`src/rtl/rfill_pkg.sv`:
```
package rfill_pkg;
  localparam int WORD_W = 32;
  localparam int WORD_LG = 5;

  typedef enum logic [1:0] {
    ALU_CLR0 = 2'd0,
    ALU_CLR  = 2'd1,
    ALU_SET  = 2'd2,
    ALU_TGL  = 2'd3
  } alu_mode_e;

  typedef enum logic [1:0] {
    ST_IDLE,
    ST_PREP,
    ST_RD,
    ST_WR
  } fill_state_e;
endpackage

```
`src/rtl/rfill_axis.sv`:
```
// One axis of the span: [lo, hi), optionally intersected with the clip window.
module rfill_axis #(
  parameter int CW = 11,
  localparam int EW = CW + 1
) (
  input  logic [CW-1:0] pos_i,
  input  logic [CW-1:0] len_i,
  input  logic [CW-1:0] cpos_i,
  input  logic [CW-1:0] clen_i,
  input  logic          clip_en_i,
  output logic [EW-1:0] lo_o,
  output logic [EW-1:0] hi_o
);
  logic [EW-1:0] cend;

  always_comb begin
    lo_o = {1'b0, pos_i};
    hi_o = {1'b0, pos_i} + {1'b0, len_i};
    cend = {1'b0, cpos_i} + {1'b0, clen_i};
    if (clip_en_i) begin
      if ({1'b0, cpos_i} > lo_o) lo_o = {1'b0, cpos_i};
      if (cend < hi_o) hi_o = cend;
    end
  end
endmodule

```
`src/rtl/rfill_mask.sv`:
```
// Bit mask of covered pixels in the current word; bit 31 = leftmost pixel.
module rfill_mask #(
  parameter int XW = 7
) (
  input  logic [XW-1:0] wx_i,
  input  logic [XW-1:0] wx_first_i,
  input  logic [XW-1:0] wx_last_i,
  input  logic [4:0]    lo_bit_i,
  input  logic [4:0]    hi_bit_i,
  output logic [31:0]   mask_o
);
  logic [4:0] lo_e, hi_e;

  always_comb begin
    lo_e   = (wx_i == wx_first_i) ? lo_bit_i : 5'd0;
    hi_e   = (wx_i == wx_last_i)  ? hi_bit_i : 5'd31;
    mask_o = (32'hFFFF_FFFF >> lo_e) & (32'hFFFF_FFFF << (5'd31 - hi_e));
  end
endmodule

```
`src/rtl/rfill_merge.sv`:
```
module rfill_merge
  import rfill_pkg::*;
(
  input  alu_mode_e   mode_i,
  input  logic [31:0] old_i,
  input  logic [31:0] mask_i,
  output logic [31:0] new_o
);
  always_comb begin
    unique case (mode_i)
      ALU_SET: new_o = old_i | mask_i;
      ALU_TGL: new_o = old_i ^ mask_i;
      default: new_o = old_i & ~mask_i;
    endcase
  end
endmodule

```
`src/rtl/rfill_engine.sv`:
```
module rfill_engine
  import rfill_pkg::*;
#(
  parameter int CW = 11,
  parameter int PW = 7,
  parameter int HW = 3,
  parameter int LW = 16,
  localparam int AW = HW + LW
) (
  input  logic          clk_i,
  input  logic          rst_ni,
  input  logic          start_i,
  input  logic [1:0]    alu_mode_i,
  input  logic [HW-1:0] dest_hi_i,
  input  logic [LW-1:0] dest_lo_i,
  input  logic [PW-1:0] pitch_i,
  input  logic [CW-1:0] x_i,
  input  logic [CW-1:0] y_i,
  input  logic [CW-1:0] w_i,
  input  logic [CW-1:0] h_i,
  input  logic          clip_en_i,
  input  logic [CW-1:0] clip_x_i,
  input  logic [CW-1:0] clip_y_i,
  input  logic [CW-1:0] clip_w_i,
  input  logic [CW-1:0] clip_h_i,
  output logic          busy_o,
  output logic          done_o,
  output logic          mem_req_o,
  output logic          mem_we_o,
  output logic [AW-1:0] mem_addr_o,
  output logic [31:0]   mem_wdata_o,
  input  logic [31:0]   mem_rdata_i,
  input  logic          mem_ack_i
);
  localparam int EW = CW + 1;
  localparam int XW = EW - WORD_LG;

  // axis 0 = x, axis 1 = y
  logic [CW-1:0] a_pos [2];
  logic [CW-1:0] a_len [2];
  logic [CW-1:0] c_pos [2];
  logic [CW-1:0] c_len [2];
  logic [EW-1:0] a_lo  [2];
  logic [EW-1:0] a_hi  [2];

  assign a_pos[0] = x_i;
  assign a_pos[1] = y_i;
  assign a_len[0] = w_i;
  assign a_len[1] = h_i;
  assign c_pos[0] = clip_x_i;
  assign c_pos[1] = clip_y_i;
  assign c_len[0] = clip_w_i;
  assign c_len[1] = clip_h_i;

  for (genvar g = 0; g < 2; g++) begin : g_axis
    rfill_axis #(.CW(CW)) u_axis (
      .pos_i    (a_pos[g]),
      .len_i    (a_len[g]),
      .cpos_i   (c_pos[g]),
      .clen_i   (c_len[g]),
      .clip_en_i(clip_en_i),
      .lo_o     (a_lo[g]),
      .hi_o     (a_hi[g])
    );
  end

  logic          empty;
  logic [AW-1:0] row_start;
  assign empty     = (a_hi[0] <= a_lo[0]) || (a_hi[1] <= a_lo[1]);
  assign row_start = {dest_hi_i, dest_lo_i} + AW'(a_lo[1]) * AW'(pitch_i);

  fill_state_e   st_q;
  alu_mode_e     mode_q;
  logic [PW-1:0] pitch_q;
  logic [EW-1:0] x0_q, xl_q, y_q, yl_q;
  logic [XW-1:0] wx_q;
  logic [AW-1:0] row_q;
  logic [31:0]   wdata_q;
  logic          done_q;
  logic [31:0]   mask;
  logic [31:0]   merged;
  logic          full_fast;

  rfill_mask #(.XW(XW)) u_mask (
    .wx_i      (wx_q),
    .wx_first_i(x0_q[EW-1:WORD_LG]),
    .wx_last_i (xl_q[EW-1:WORD_LG]),
    .lo_bit_i  (x0_q[WORD_LG-1:0]),
    .hi_bit_i  (xl_q[WORD_LG-1:0]),
    .mask_o    (mask)
  );

  rfill_merge u_merge (
    .mode_i(mode_q),
    .old_i (mem_rdata_i),
    .mask_i(mask),
    .new_o (merged)
  );

  // full word with a mode that ignores old contents: skip the read
  assign full_fast = (&mask) && (mode_q != ALU_TGL);

  always_ff @(posedge clk_i or negedge rst_ni) begin
    if (!rst_ni) begin
      st_q    <= ST_IDLE;
      mode_q  <= ALU_CLR0;
      pitch_q <= '0;
      x0_q    <= '0;
      xl_q    <= '0;
      y_q     <= '0;
      yl_q    <= '0;
      wx_q    <= '0;
      row_q   <= '0;
      wdata_q <= '0;
      done_q  <= 1'b0;
    end else begin
      done_q <= 1'b0;
      unique case (st_q)
        ST_IDLE: begin
          if (start_i) begin
            mode_q  <= alu_mode_e'(alu_mode_i);
            pitch_q <= pitch_i;
            if (empty) begin
              done_q <= 1'b1;
            end else begin
              x0_q  <= a_lo[0];
              xl_q  <= a_hi[0] - EW'(1);
              y_q   <= a_lo[1];
              yl_q  <= a_hi[1] - EW'(1);
              wx_q  <= a_lo[0][EW-1:WORD_LG];
              row_q <= row_start;
              st_q  <= ST_PREP;
            end
          end
        end
        ST_PREP: begin
          wdata_q <= merged;
          st_q    <= full_fast ? ST_WR : ST_RD;
        end
        ST_RD: begin
          if (mem_ack_i) begin
            wdata_q <= merged;
            st_q    <= ST_WR;
          end
        end
        ST_WR: begin
          if (mem_ack_i) begin
            if (wx_q == xl_q[EW-1:WORD_LG]) begin
              if (y_q == yl_q) begin
                done_q <= 1'b1;
                st_q   <= ST_IDLE;
              end else begin
                y_q   <= y_q + EW'(1);
                row_q <= row_q + AW'(pitch_q);
                wx_q  <= x0_q[EW-1:WORD_LG];
                st_q  <= ST_PREP;
              end
            end else begin
              wx_q <= wx_q + XW'(1);
              st_q <= ST_PREP;
            end
          end
        end
        default: st_q <= ST_IDLE;
      endcase
    end
  end

  assign busy_o      = (st_q != ST_IDLE);
  assign done_o      = done_q;
  assign mem_req_o   = (st_q == ST_RD) || (st_q == ST_WR);
  assign mem_we_o    = (st_q == ST_WR);
  assign mem_addr_o  = row_q + AW'(wx_q);
  assign mem_wdata_o = wdata_q;
endmodule

```
`config.mk`:
```
export PLATFORM = sky130hd
export DESIGN_NAME = rfill_engine
export DESIGN_NICKNAME = d
export VERILOG_FILES = /design/src/rtl/rfill_pkg.sv /design/src/rtl/rfill_axis.sv /design/src/rtl/rfill_mask.sv /design/src/rtl/rfill_merge.sv /design/src/rtl/rfill_engine.sv
export SDC_FILE = /design/constraint.sdc
export NUM_CORES = 1
export LEC_CHECK = 0
export CORE_MARGIN = 2
export CORE_UTILIZATION = 35
export DETAILED_ROUTE_END_ITERATION = 8
export GPL_TIMING_DRIVEN = 0
export SLEW_MARGIN = 20
export SYNTH_ARGS = -nofsm -noshare
export SYNTH_HDL_FRONTEND = slang
export SYNTH_SLANG_ARGS = --single-unit
```
`constraint.sdc`:
```
create_clock -name clk_i -period 5 [get_ports clk_i]
set_clock_uncertainty 0.15 [all_clocks]
set_input_delay 0.5 -clock clk_i [delete_from_list [all_inputs] [get_ports clk_i]]
set_output_delay 0.5 -clock clk_i [all_outputs]
set_load 0.005 [all_outputs]
```
## Word level (Yosys, flattened, before mapping)

Index checks and enable logic that the tools add are counted.
W data, S select, Z words.

- Word-level logic and storage cells: 113
- Flip-flop bits (word level): 118
- Output and inout bits: 55
- Input bits: 153

- Bitwise logic cells: 6
- Add/subtract/negate cells: 12
- Multiply operators: 1
- $lt $le $gt $ge: 6
- Reductions and logical operators: 14
- Shift operators: 2
- Multiplexer cells: 45
- Equality and inequality tests: 16

Operators by type and width:

| kind | number |
|---|---|
| $mux W12 | 11 |
| $pmux W32 S2 | 2 |
| $mux W19 | 5 |
| $and A32 B32 Y32 | 2 |
| $add A11 B11 Y12 | 4 |
| $add A19 B7 Y19 | 2 |
| $pmux W19 S2 | 1 |
| $mux W7 | 5 |
| $mux W32 | 1 |
| $not A32 Y32 | 1 |
| $or A32 B32 Y32 | 1 |
| $reduce_and A32 Y1 | 1 |
| $shl A32 B5 Y32 const A | 1 |
| $shr A32 B5 Y32 const A | 1 |
| $xor A32 B32 Y32 | 1 |
| $le A12 B12 Y1 | 2 |
| $lt A12 B12 Y1 | 2 |
| $pmux W12 S2 | 1 |
| $sub A12 B1 Y12 const B | 2 |
| $gt A11 B11 Y1 | 2 |
| $mux W11 | 2 |
| $add A19 B19 Y19 | 1 |
| $mul A12 B7 Y19 | 1 |
| $eq A7 B7 Y1 | 2 |
| other kinds (25) | 48 |

## Logic depth before layout (Yosys ltp)

Gate-level depths: netlist (run 1).

- Depth after elaboration: 10
- Depth in mapped cells: 32
- Depth with buffers taken out: 29

## By module

Synthesis (run 1) repeated with hierarchy kept, for this count alone.

- Cells, all modules: 2039
- Area total of the unflattened synthesis: 17181.5 um2

By module, submodules not included:

| module | cells each | seq. area each (um2) | area an instance (um2) | times used |
|---|---|---|---|---|
| rfill_engine | 1167 | 2952.8 | 10662.7 | 1 |
| rfill_merge | 270 | 0.0 | 1973.1 | 1 |
| rfill_axis (g_axis[1].u_axis) | 228 | 0.0 | 1824.2 | 1 |
| rfill_axis (g_axis[0].u_axis) | 230 | 0.0 | 1820.5 | 1 |
| rfill_mask | 144 | 0.0 | 900.9 | 1 |

## Worst setup path before layout (run 1)

OpenSTA, ideal clock, no wires.

- Path kind: input-to-reg
- Start: input y_i[1]
- End: register row_q[18]
- Data required time: 4.784 ns
- Setup time: 0.066 ns
- Arrival: 6.797 ns
- Cell stages on the path: 30
- Buffers on the path: 1
- Slack: -2.013 ns
- Cells stage by stage: inv_1 -> ha_1 -> nor2b_1 -> o21a_1 -> o21a_1 -> o21ai_0 -> a221oi_1 -> o21a_1 -> clkbuf_1 -> a21oi_1 -> a21oi_1 -> nor2b_1 -> fa_1 -> inv_1 -> fa_1 -> inv_1 -> fa_1 -> inv_1 -> fa_1 -> inv_1 -> ha_1 -> o21a_1 -> o31a_1 -> o41ai_1 -> o2111ai_1 -> nand3_1 -> nand2_1 -> or4_1 -> a31oi_1 -> a221o_1

- Longest elaborated chain between the ends: 8
- Elaborated cells between the ends (all ways): 16
- Those cells by class: add/sub: 2; mul: 1; order compare: 3; eq/ne: 1; mux: 7; reduce/logical: 2

RTL lines:

| item | line | text |
|---|---|---|
| start: declaration | rfill_engine.sv:18 | `input logic [CW-1:0] y_i,` |
| $gt A11 B11 Y1 / $add A11 B11 Y12 (equally long branches) | rfill_axis.sv:21, rfill_axis.sv:18 |  |
| $mux W11 / $lt A12 B12 Y1 (equally long branches) | rfill_axis.sv:21, rfill_axis.sv:22 |  |
| $mux W12 (on tied branches) | rfill_axis.sv:20, rfill_axis.sv:22 |  |
| $mul A12 B7 Y19 / $mux W12 (equally long branches) | rfill_engine.sv:70, rfill_axis.sv:20 |  |
| $add A19 B19 Y19 / $le A12 B12 Y1 (equally long branches) | rfill_engine.sv:70, rfill_engine.sv:69 |  |
| $mux W19 / $logic_or A1 B1 Y1 (equally long branches) | rfill_engine.sv:123, rfill_engine.sv:69 |  |
| $mux W19 / $ne A2 B2 Y1 (equally long branches) | -- |  |
| $pmux W19 S2 / $reduce_and A6 Y1 (equally long branches) | -- |  |
| end signal: assignment | rfill_engine.sv:131 | `row_q <= row_start;` |
| end signal: assignment | rfill_engine.sv:154 | `row_q <= row_q + AW'(pitch_q);` |
| end: declaration | rfill_engine.sv:77 | `logic [AW-1:0] row_q;` |

Several ways; a longest one is shown, not always the timed one. The select of a mux whose other input is x is not followed.
A chain may end at the register's enable or synchronous reset.

## Final worst setup path (run 1)

- Start: input clip_y_i[9]
- End: register row_q[18]

- Longest elaborated chain between the ends: 8
- Elaborated cells between the ends (all ways): 16
- Those cells by class: add/sub: 2; mul: 1; order compare: 3; eq/ne: 1; mux: 7; reduce/logical: 2

RTL lines:

| item | line | text |
|---|---|---|
| start: declaration | rfill_engine.sv:23 | `input logic [CW-1:0] clip_y_i,` |
| $gt A11 B11 Y1 / $add A11 B11 Y12 (equally long branches) | rfill_axis.sv:21, rfill_axis.sv:19 |  |
| $mux W11 / $lt A12 B12 Y1 (equally long branches) | rfill_axis.sv:21, rfill_axis.sv:22 |  |
| $mux W12 (on tied branches) | rfill_axis.sv:20, rfill_axis.sv:22 |  |
| $mul A12 B7 Y19 / $mux W12 (equally long branches) | rfill_engine.sv:70, rfill_axis.sv:20 |  |
| $add A19 B19 Y19 / $le A12 B12 Y1 (equally long branches) | rfill_engine.sv:70, rfill_engine.sv:69 |  |
| $mux W19 / $logic_or A1 B1 Y1 (equally long branches) | rfill_engine.sv:123, rfill_engine.sv:69 |  |
| $mux W19 / $ne A2 B2 Y1 (equally long branches) | -- |  |
| $pmux W19 S2 / $reduce_and A6 Y1 (equally long branches) | -- |  |

Several ways; a longest one is shown, not always the timed one. The select of a mux whose other input is x is not followed.

==> qor.yml, run 1 <==
status:
  outcome: "finished with violations"
  violated_checks: "setup timing"
critical_path:
  worst-path-max-fanout: 10
  end_kind: "register"
  timing.critical_path.arrival_ns: 6.77
  timing.reg2reg.worst_path_depth: 13
  worstSetupPathType: "in2reg"
  regToRegStartpoint: "wx_q[3]$_DFFE_PN0P_"
  critical_path.startpoint_type: "input port"
  ff2ff_setup_slack_ns: 0.91
  required_ns: 5.22
  reg2reg_to: "mem_wdata_o[7]$_DFFE_PN0P_"
timing:
  whs_ns: 0.327
  timing_max_transition_violations_final: 0
  worst_slew_pin_tran_ns: 0.868
  slew-limit-headroom_pct: 40.5
  rsz0062_at_grt: "yes"
  final_hold_viol_count: 0
  finalSetupViolCount: 76
  period_minus_slack_ns: 6.56
  timing.final.ws_setup_ns: -1.56
  finalSetupTns_ns: -75.55
  finalCritPeriodShare_pct: 131
  fmax_mhz: 153
routing:
  routed-via-count: 16000
  drt-wirelength-per-cell_um: 19.0
  detail_route.first_pass.iterations: 8
  vias_per_std_cell: 5.41
  detail_route.wirelength_um: 56300
  number_of_violations_reported_at_the_end_of_detailed_routing_iteration_0: 966
  total_drc_errors_in_the_routed_layout: 0
  postRouteAntennaNets: 0
placement:
  dpl-instance-area_mm2: 0.0191
  place.port_buffers: 207
  placer_congestion: 0.900
  post-dp-hpwl_um: 41600
pwr:
  cellLeakagePower_nw: 10.6
  peakVddDrop_uv: 278
  power.density_cell_area_mw_per_mm2: 528
logic_synthesis:
  post-synth-top-count-cell: "sky130_fd_sc_hd__ha_1"
  synth_seq_cells: 117
  netlist.top_cell.by_area: "sky130_fd_sc_hd__ha_1"
  synth-async-reset-ratio_pct: 100
  syn-mean-instance-area_um2: 8.19
  synthesis.instances: 1965
  syn_nets: 2421
  number_of_warning_messages_in_the_yosys_log: 0
  post_synth_edffs: 0
  synth.top_cells.by_area: "sky130_fd_sc_hd__ha_1 (18%), sky130_fd_sc_hd__dfrtp_1 (18%), sky130_fd_sc_hd__fa_1 (8.2%), sky130_fd_sc_hd__o21ai_0 (5.4%), sky130_fd_sc_hd__inv_1 (5.2%)"
  synth.distinct_cells: 83
  synth_common_cells: "sky130_fd_sc_hd__ha_1 (237), sky130_fd_sc_hd__inv_1 (224), sky130_fd_sc_hd__nand2_1 (211), sky130_fd_sc_hd__o21ai_0 (173), sky130_fd_sc_hd__dfrtp_1 (117)"
  synth_largest_type_area_fraction_pct: 18.4
  synth-seq-area-share_pct: 18.2
  synth.cell_area_mm2: 0.0161
  post_synth_top_flop: "sky130_fd_sc_hd__dfrtp_1"
floorplanning:
  die_area_mm2: 0.0477
  design.core.area_mm2: 0.0454
  die_h_um: 218
  num_io_pins: 208
  fp.dieW_um: 218
  core.rowCount: 78
  starting_density_of_the_core_pct: 35.5
cts:
  clkSlewWorstSetupHoldPaths_ns: 0.06
  clk_latency_ns: 0.42
  ctsLongestPathBuffers: 2
  cts_tree: "built"
  clockRootBuffer: "sky130_fd_sc_hd__clkbuf_16"
  depth_of_the_cts_h_tree: 4
  cts-buffers-inserted: 17
  cts_sink_count: 117
layout:
  final_layout_size_suffix_gt1_share_pct: 23.6
  layout-area-overhead-vs-synth_pct: 43.9
  fill_cells: 4208
  postLayoutCellArea_mm2: 0.0232
  layout.core_utilization_pct: 51.0
  finish.net_count: 2797
worst_hold_path:
  hold_path_end: "mem_wdata_o[21]$_DFFE_PN0P_"
  number_of_instances_on_the_worst_hold_path: 2
  hold_path_startpoint: "mem_wdata_o[21]$_DFFE_PN0P_"
  worst_hold_path_type: "reg2reg"
global_routing:
  grt_use_total_pct: 22.4
  number_of_antenna_violations_at_the_first_check_in_global_routing: 1
  globalRoute.totalOverflow: 0
  maximum_number_of_pins_on_one_net_before_global_route_repair: 51
  vias_in_the_first_global_route: 15800
  grt_first_pass_wirelength_um: 85000
flow_run:
  drv.max_cap_violation_count: 0
## where the power goes
group / total (mW) / switching, mW / internal [mW] / leakage, nW
clock: 1.40 / 0.471 / 0.926 / 0.320
combinational: 8.97 / 4.64 / 4.33 / 8.82
sequential: 1.87 / 0.465 / 1.41 / 1.44
total: 12.2 / 5.57 / 6.66 / 10.6
## repair_timing
| action | in CTS | in global routing |
|---|---|---|
| gates resized for setup | 241 | 310 |
| endpoints found under the hold margin | 28 | 0 |
| endpoints found under the setup margin | 76 | 76 |
| gates cloned | 4 | 10 |
| hold buffers | 1 | 0 |
| pin swaps | 68 | 132 |
| setup buffers | 73 | 68 |
## sequential cells by signal, summed over array words and instances, names as in the netlist
signal       count
done_o           1
yl_q            12
xl_q            12
mem_wdata_o     32
pitch_q          7
st_q             2
mode_q           2
wx_q             7
y_q             12
row_q           19
x0_q            11
## placed cells by master, fill, tap and decap left out, drive strengths merged, types with 26 or more instances in the layout
cell and count:
a21o 42, dfrtp 117, o21ai 184, fa 66
xor2 39, ha 237, xnor2 67, inv 225
nor3 35, clkdlybuf4s50 162, nor2 80, nand3 41
buf 178, nand2 211, o211ai 53, clkbuf 88
and2 48, nor2b 35, a21oi 67, nand4 26
## cell type report
class,instances,area (um2),share of cell area [%]
Multi-Input combinational cell,1542,13800,59.6
Clock buffer,21,470,2.03
Buffer,77,514,2.22
Tap cell,600,751,3.24
Sequential cell,117,2930,12.6
Inverter,224,853,3.68
Clock inverter,11,196,0.848
Antenna cell,1,2.50,0.0108
Timing Repair Buffer,362,3630,15.7
## metrics by stage
step | worst slack, ns | total power, mW | cells
finish | -1.56 | 12.2 | 2955
global route | -1.78 | 13.2 | 2954
CTS | -1.44 | 10.9 | 2880
detailed placement | -3.05 | 8.69 | 2774
global placement | -3.26 | 8.51 | 2772
floorplan | -1.43 | 6.43 | 1965
## cells by family (layout without fill, tap and decap cells)
| logic type | after synthesis | after routing | share of synthesized area, % |
|---|---|---|---|
| mux | 44 | 44 | 2.91 |
| simple gates | 582 | 582 | 18.1 |
| other cells | 0 | 1 | 0 |
| buf+inv | 307 | 695 | 7.47 |
| flops | 117 | 117 | 18.2 |
| compound gates | 506 | 507 | 20.9 |
| xor+xnor | 106 | 106 | 5.77 |
| fa+ha+maj | 303 | 303 | 26.6 |
## routing by layer
metal | wire length (um) | GRT usage (%)
met1 | 24200 | 28.6
met2 | 27800 | 38.9
met3 | 2610 | 2.46
met4 | 1620 | 8.03
met5 | 0 | 0
## worst max-delay path, cell delays in order
cell,delay (ns)
sky130_fd_sc_hd__dlygate4sd2_1,0.31
sky130_fd_sc_hd__ha_4,0.30
sky130_fd_sc_hd__nand4_1,0.19
sky130_fd_sc_hd__buf_4,0.23
sky130_fd_sc_hd__or3_4,0.49
sky130_fd_sc_hd__a21oi_1,0.24
sky130_fd_sc_hd__a21o_4,0.17
sky130_fd_sc_hd__nand2_1,0.08
sky130_fd_sc_hd__fa_1,0.51
sky130_fd_sc_hd__fa_1,0.57
sky130_fd_sc_hd__inv_2,0.04
sky130_fd_sc_hd__fa_1,0.48
sky130_fd_sc_hd__inv_2,0.04
sky130_fd_sc_hd__fa_1,0.51
sky130_fd_sc_hd__inv_2,0.04
sky130_fd_sc_hd__ha_4,0.22
sky130_fd_sc_hd__o21a_1,0.11
sky130_fd_sc_hd__o31a_1,0.14
sky130_fd_sc_hd__o41ai_4,0.38
sky130_fd_sc_hd__o2111ai_2,0.16
sky130_fd_sc_hd__nand3_1,0.14
sky130_fd_sc_hd__nand2_1,0.08
sky130_fd_sc_hd__or4_1,0.49
sky130_fd_sc_hd__a31oi_1,0.19
sky130_fd_sc_hd__a221o_1,0.13
## worst max path at each step
| stage | startpoint | to | slack [ns] | cells past startpoint |
|---|---|---|---|---|
| detailed placement | y_i[1] | row_q[17]$_DFFE_PN0P_ | -3.05 | 28 |
| finish | clip_y_i[9] | row_q[18]$_DFFE_PN0P_ | -1.56 | 25 |
| floorplan | y_i[1] | row_q[18]$_DFFE_PN0P_ | -1.43 | 30 |
| CTS | y_i[1] | row_q[18]$_DFFE_PN0P_ | -1.44 | 31 |
| global route | y_i[1] | row_q[18]$_DFFE_PN0P_ | -1.78 | 30 |
| global placement | y_i[1] | row_q[17]$_DFFE_PN0P_ | -3.26 | 27 |
Power figures use the tool's default switching activity.
==> run 2: changes to the inputs <==
--- a/config.mk
+++ b/config.mk
@@ -5,10 +5,13 @@
 export SDC_FILE = /design/constraint.sdc
 export NUM_CORES = 1
 export LEC_CHECK = 0
+export CELL_PAD_IN_SITES_DETAIL_PLACEMENT = 1
+export CELL_PAD_IN_SITES_GLOBAL_PLACEMENT = 1
 export CORE_MARGIN = 2
 export CORE_UTILIZATION = 35
 export DETAILED_ROUTE_END_ITERATION = 8
 export GPL_TIMING_DRIVEN = 0
+export PLACE_DENSITY_LB_ADDON = 0.1
 export SLEW_MARGIN = 20
 export SYNTH_ARGS = -nofsm -noshare
 export SYNTH_HDL_FRONTEND = slang
==> run 2 against run 1 <==
The flow still finishes with violations (setup timing). Via count shrank 0.83%. Total power shrank 5.2%. Non-clock buffer count shrank 33. Sequential share of layout area grew 0.78 points. Final area shrank 5.8%. Cell count shrank 1.2%. Critical path type unchanged. Wire length grew 6.6%.
==> qor.yml, run 2 (same netlist as run 1, synthesis figures left out) <==
pwr:
  power.density_cell_area_mw_per_mm2: 532
  total_switching_power_mw: 5.36
  power.share.sequential_pct: 15.9
  peakVddDrop_uv: 329
  switching_share_pct: 46.2
  p_total_mw: 11.6
  power.clock.fraction_pct: 11.5
  comb_power_share_pct: 72.6
  intPower_mw: 6.24
  cellLeakagePower_nw: 10.0
routing:
  drt-wirelength-per-cell_um: 20.5
  total_drc_errors_in_the_routed_layout: 0
  postRouteAntennaNets: 0
  number_of_violations_reported_at_the_end_of_detailed_routing_iteration_0: 668
  detail_route.wirelength_um: 60000
  routed-via-count: 15800
  vias_per_std_cell: 5.43
  detail_route.first_pass.iterations: 5
global_routing:
  vias_in_the_first_global_route: 17100
  globalRoute.totalOverflow: 0
  grt_use_total_pct: 25.1
  grt_first_pass_wirelength_um: 94300
  maximum_number_of_pins_on_one_net_before_global_route_repair: 74
  number_of_antenna_violations_at_the_first_check_in_global_routing: 3
status:
  outcome: "finished with violations"
  violated_checks: "setup timing"
timing:
  timing.final.ws_setup_ns: -1.55
  finalSetupTns_ns: -82.94
  timing_max_transition_violations_final: 0
  worst_slew_pin_tran_ns: 1.09
  rsz0062_at_grt: "yes"
  fmax_mhz: 153
  final_hold_viol_count: 0
  slew-limit-headroom_pct: 25.5
  finalSetupViolCount: 76
  finalCritPeriodShare_pct: 131
  period_minus_slack_ns: 6.55
critical_path:
  worst_setup_path_startpoint: "y_i[1]"
  cpMaxStageDelayCell: "sky130_fd_sc_hd__fa_1"
  end_kind: "register"
  critical-path-top-delay-family: "adder cells"
  crit_cells: 32
  required_ns: 5.23
  critical_path.n_buffers_inverters: 8
  worstSetupPathType: "in2reg"
  timing.reg2reg.worst_path_depth: 13
  crit_path_max_incr_delay_ns: 0.54
  critical_path.startpoint_type: "input port"
  regToRegStartpoint: "wx_q[3]$_DFFE_PN0P_"
  timing.critical_path.arrival_ns: 6.78
  worst-path-max-fanout: 6
cts:
  clk_latency_ns: 0.44
  cts-buffers-inserted: 17
  cts_tree: "built"
  cts_sink_count: 117
  ctsLongestPathBuffers: 2
  clkSlewWorstSetupHoldPaths_ns: 0.06
  clockRootBuffer: "sky130_fd_sc_hd__clkbuf_16"
  depth_of_the_cts_h_tree: 4
floorplanning:
  core.rowCount: 78
  die_h_um: 218
  starting_density_of_the_core_pct: 35.5
  die_area_mm2: 0.0477
  fp.dieW_um: 218
  design.core.area_mm2: 0.0454
  num_io_pins: 208
placement:
  placer_congestion: 0.863
  dpl-instance-area_mm2: 0.0191
  post-dp-hpwl_um: 46200
  place.port_buffers: 207
  dp_cells: 2773
worst_hold_path:
  hold_path_startpoint: "mem_wdata_o[11]$_DFFE_PN0P_"
  number_of_instances_on_the_worst_hold_path: 2
  worst_hold_path_type: "reg2reg"
layout:
  fill_cells: 5335
  finish.net_count: 2763
  most-common-layout-cells: "sky130_fd_sc_hd__nand2_1 (205), sky130_fd_sc_hd__ha_1 (205), sky130_fd_sc_hd__inv_1 (199), sky130_fd_sc_hd__clkdlybuf4s50_1 (171), sky130_fd_sc_hd__o21ai_0 (156)"
  multiInputGateArea_mm2: 0.0131
  postLayoutCellArea_mm2: 0.0218
  layout-area-overhead-vs-synth_pct: 35.5
  largest_register_ffs: 32
  final-instance-count-excl-fill: 2920
  register_area_mm2: 0.00293
  final_layout_size_suffix_gt1_share_pct: 17.9
flow_run:
  drv.max_cap_violation_count: 0
## run 2: repair_timing
action	CTS	global route
setup endpoints to repair	76	76
gates resized for setup	272	62
hold buffers	1	0
buffers inserted	96	19
endpoints found under the hold margin	44	0
pin swaps	79	63
cloned	5	0
## run 2: layout make-up
type,count,share of cell area (%)
Buffer,80,2.38
Inverter,224,3.91
Clock buffer,22,2.17
Tap cell,600,3.44
Multi-Input combinational cell,1541,59.8
Clock inverter,9,0.689
Sequential cell,117,13.4
Timing Repair Buffer,326,14.1
Antenna cell,1,0.0115
## run 2: worst paths after layout
kind	endpoint	slack, ns
worst max-delay path	row_q[18]$_DFFE_PN0P_	-1.55
worst min-delay path	mem_wdata_o[11]$_DFFE_PN0P_	0.33
worst max register to register	mem_wdata_o[1]$_DFFE_PN0P_	1.02
worst min register to register	mem_wdata_o[11]$_DFFE_PN0P_	0.33
max in group asynchronous	row_q[11]$_DFFE_PN0P_	3.50
min in group asynchronous	mem_wdata_o[15]$_DFFE_PN0P_	0.41
## run 2: worst min-delay path: stages (launching register included)
cell	delay (ns)
sky130_fd_sc_hd__dfrtp_1	0.34
sky130_fd_sc_hd__nand2_1	0.05
sky130_fd_sc_hd__o21ai_0	0.06
## run 2: power by group through the flow
stage          sequential, mW  combinational [mW]  clock (mW)
2_1_floorplan            1.71                4.72           0
3_3_place_gp             1.84                6.80           0
3_5_place_dp             1.85                7.02           0
4_1_cts                  1.84                8.15        1.35
5_1_grt                  1.91                9.37        1.39
6_report                 1.84                8.43        1.33
## run 2: routing by layer
metal  vias to the layer above  routed length, um  GRT usage (%)
met1                      7947              25600           30.2
met4                         0               1230           6.51
met2                       263              31500           47.4
met3                        78               1660           2.35
li1                       7561                  -              -
met5                         -                  0              0
## run 2: metrics by stage
stage	utilization [%]	setup WS [ns]	hold WS, ns
2_1_floorplan	-	-1.43	0.0544
3_3_place_gp	42.1	-3.33	0.311
3_5_place_dp	42.1	-3.17	0.314
4_1_cts	47.3	-1.42	0.336
5_1_grt	48.1	-1.75	0.357
6_report	48.1	-1.55	0.326
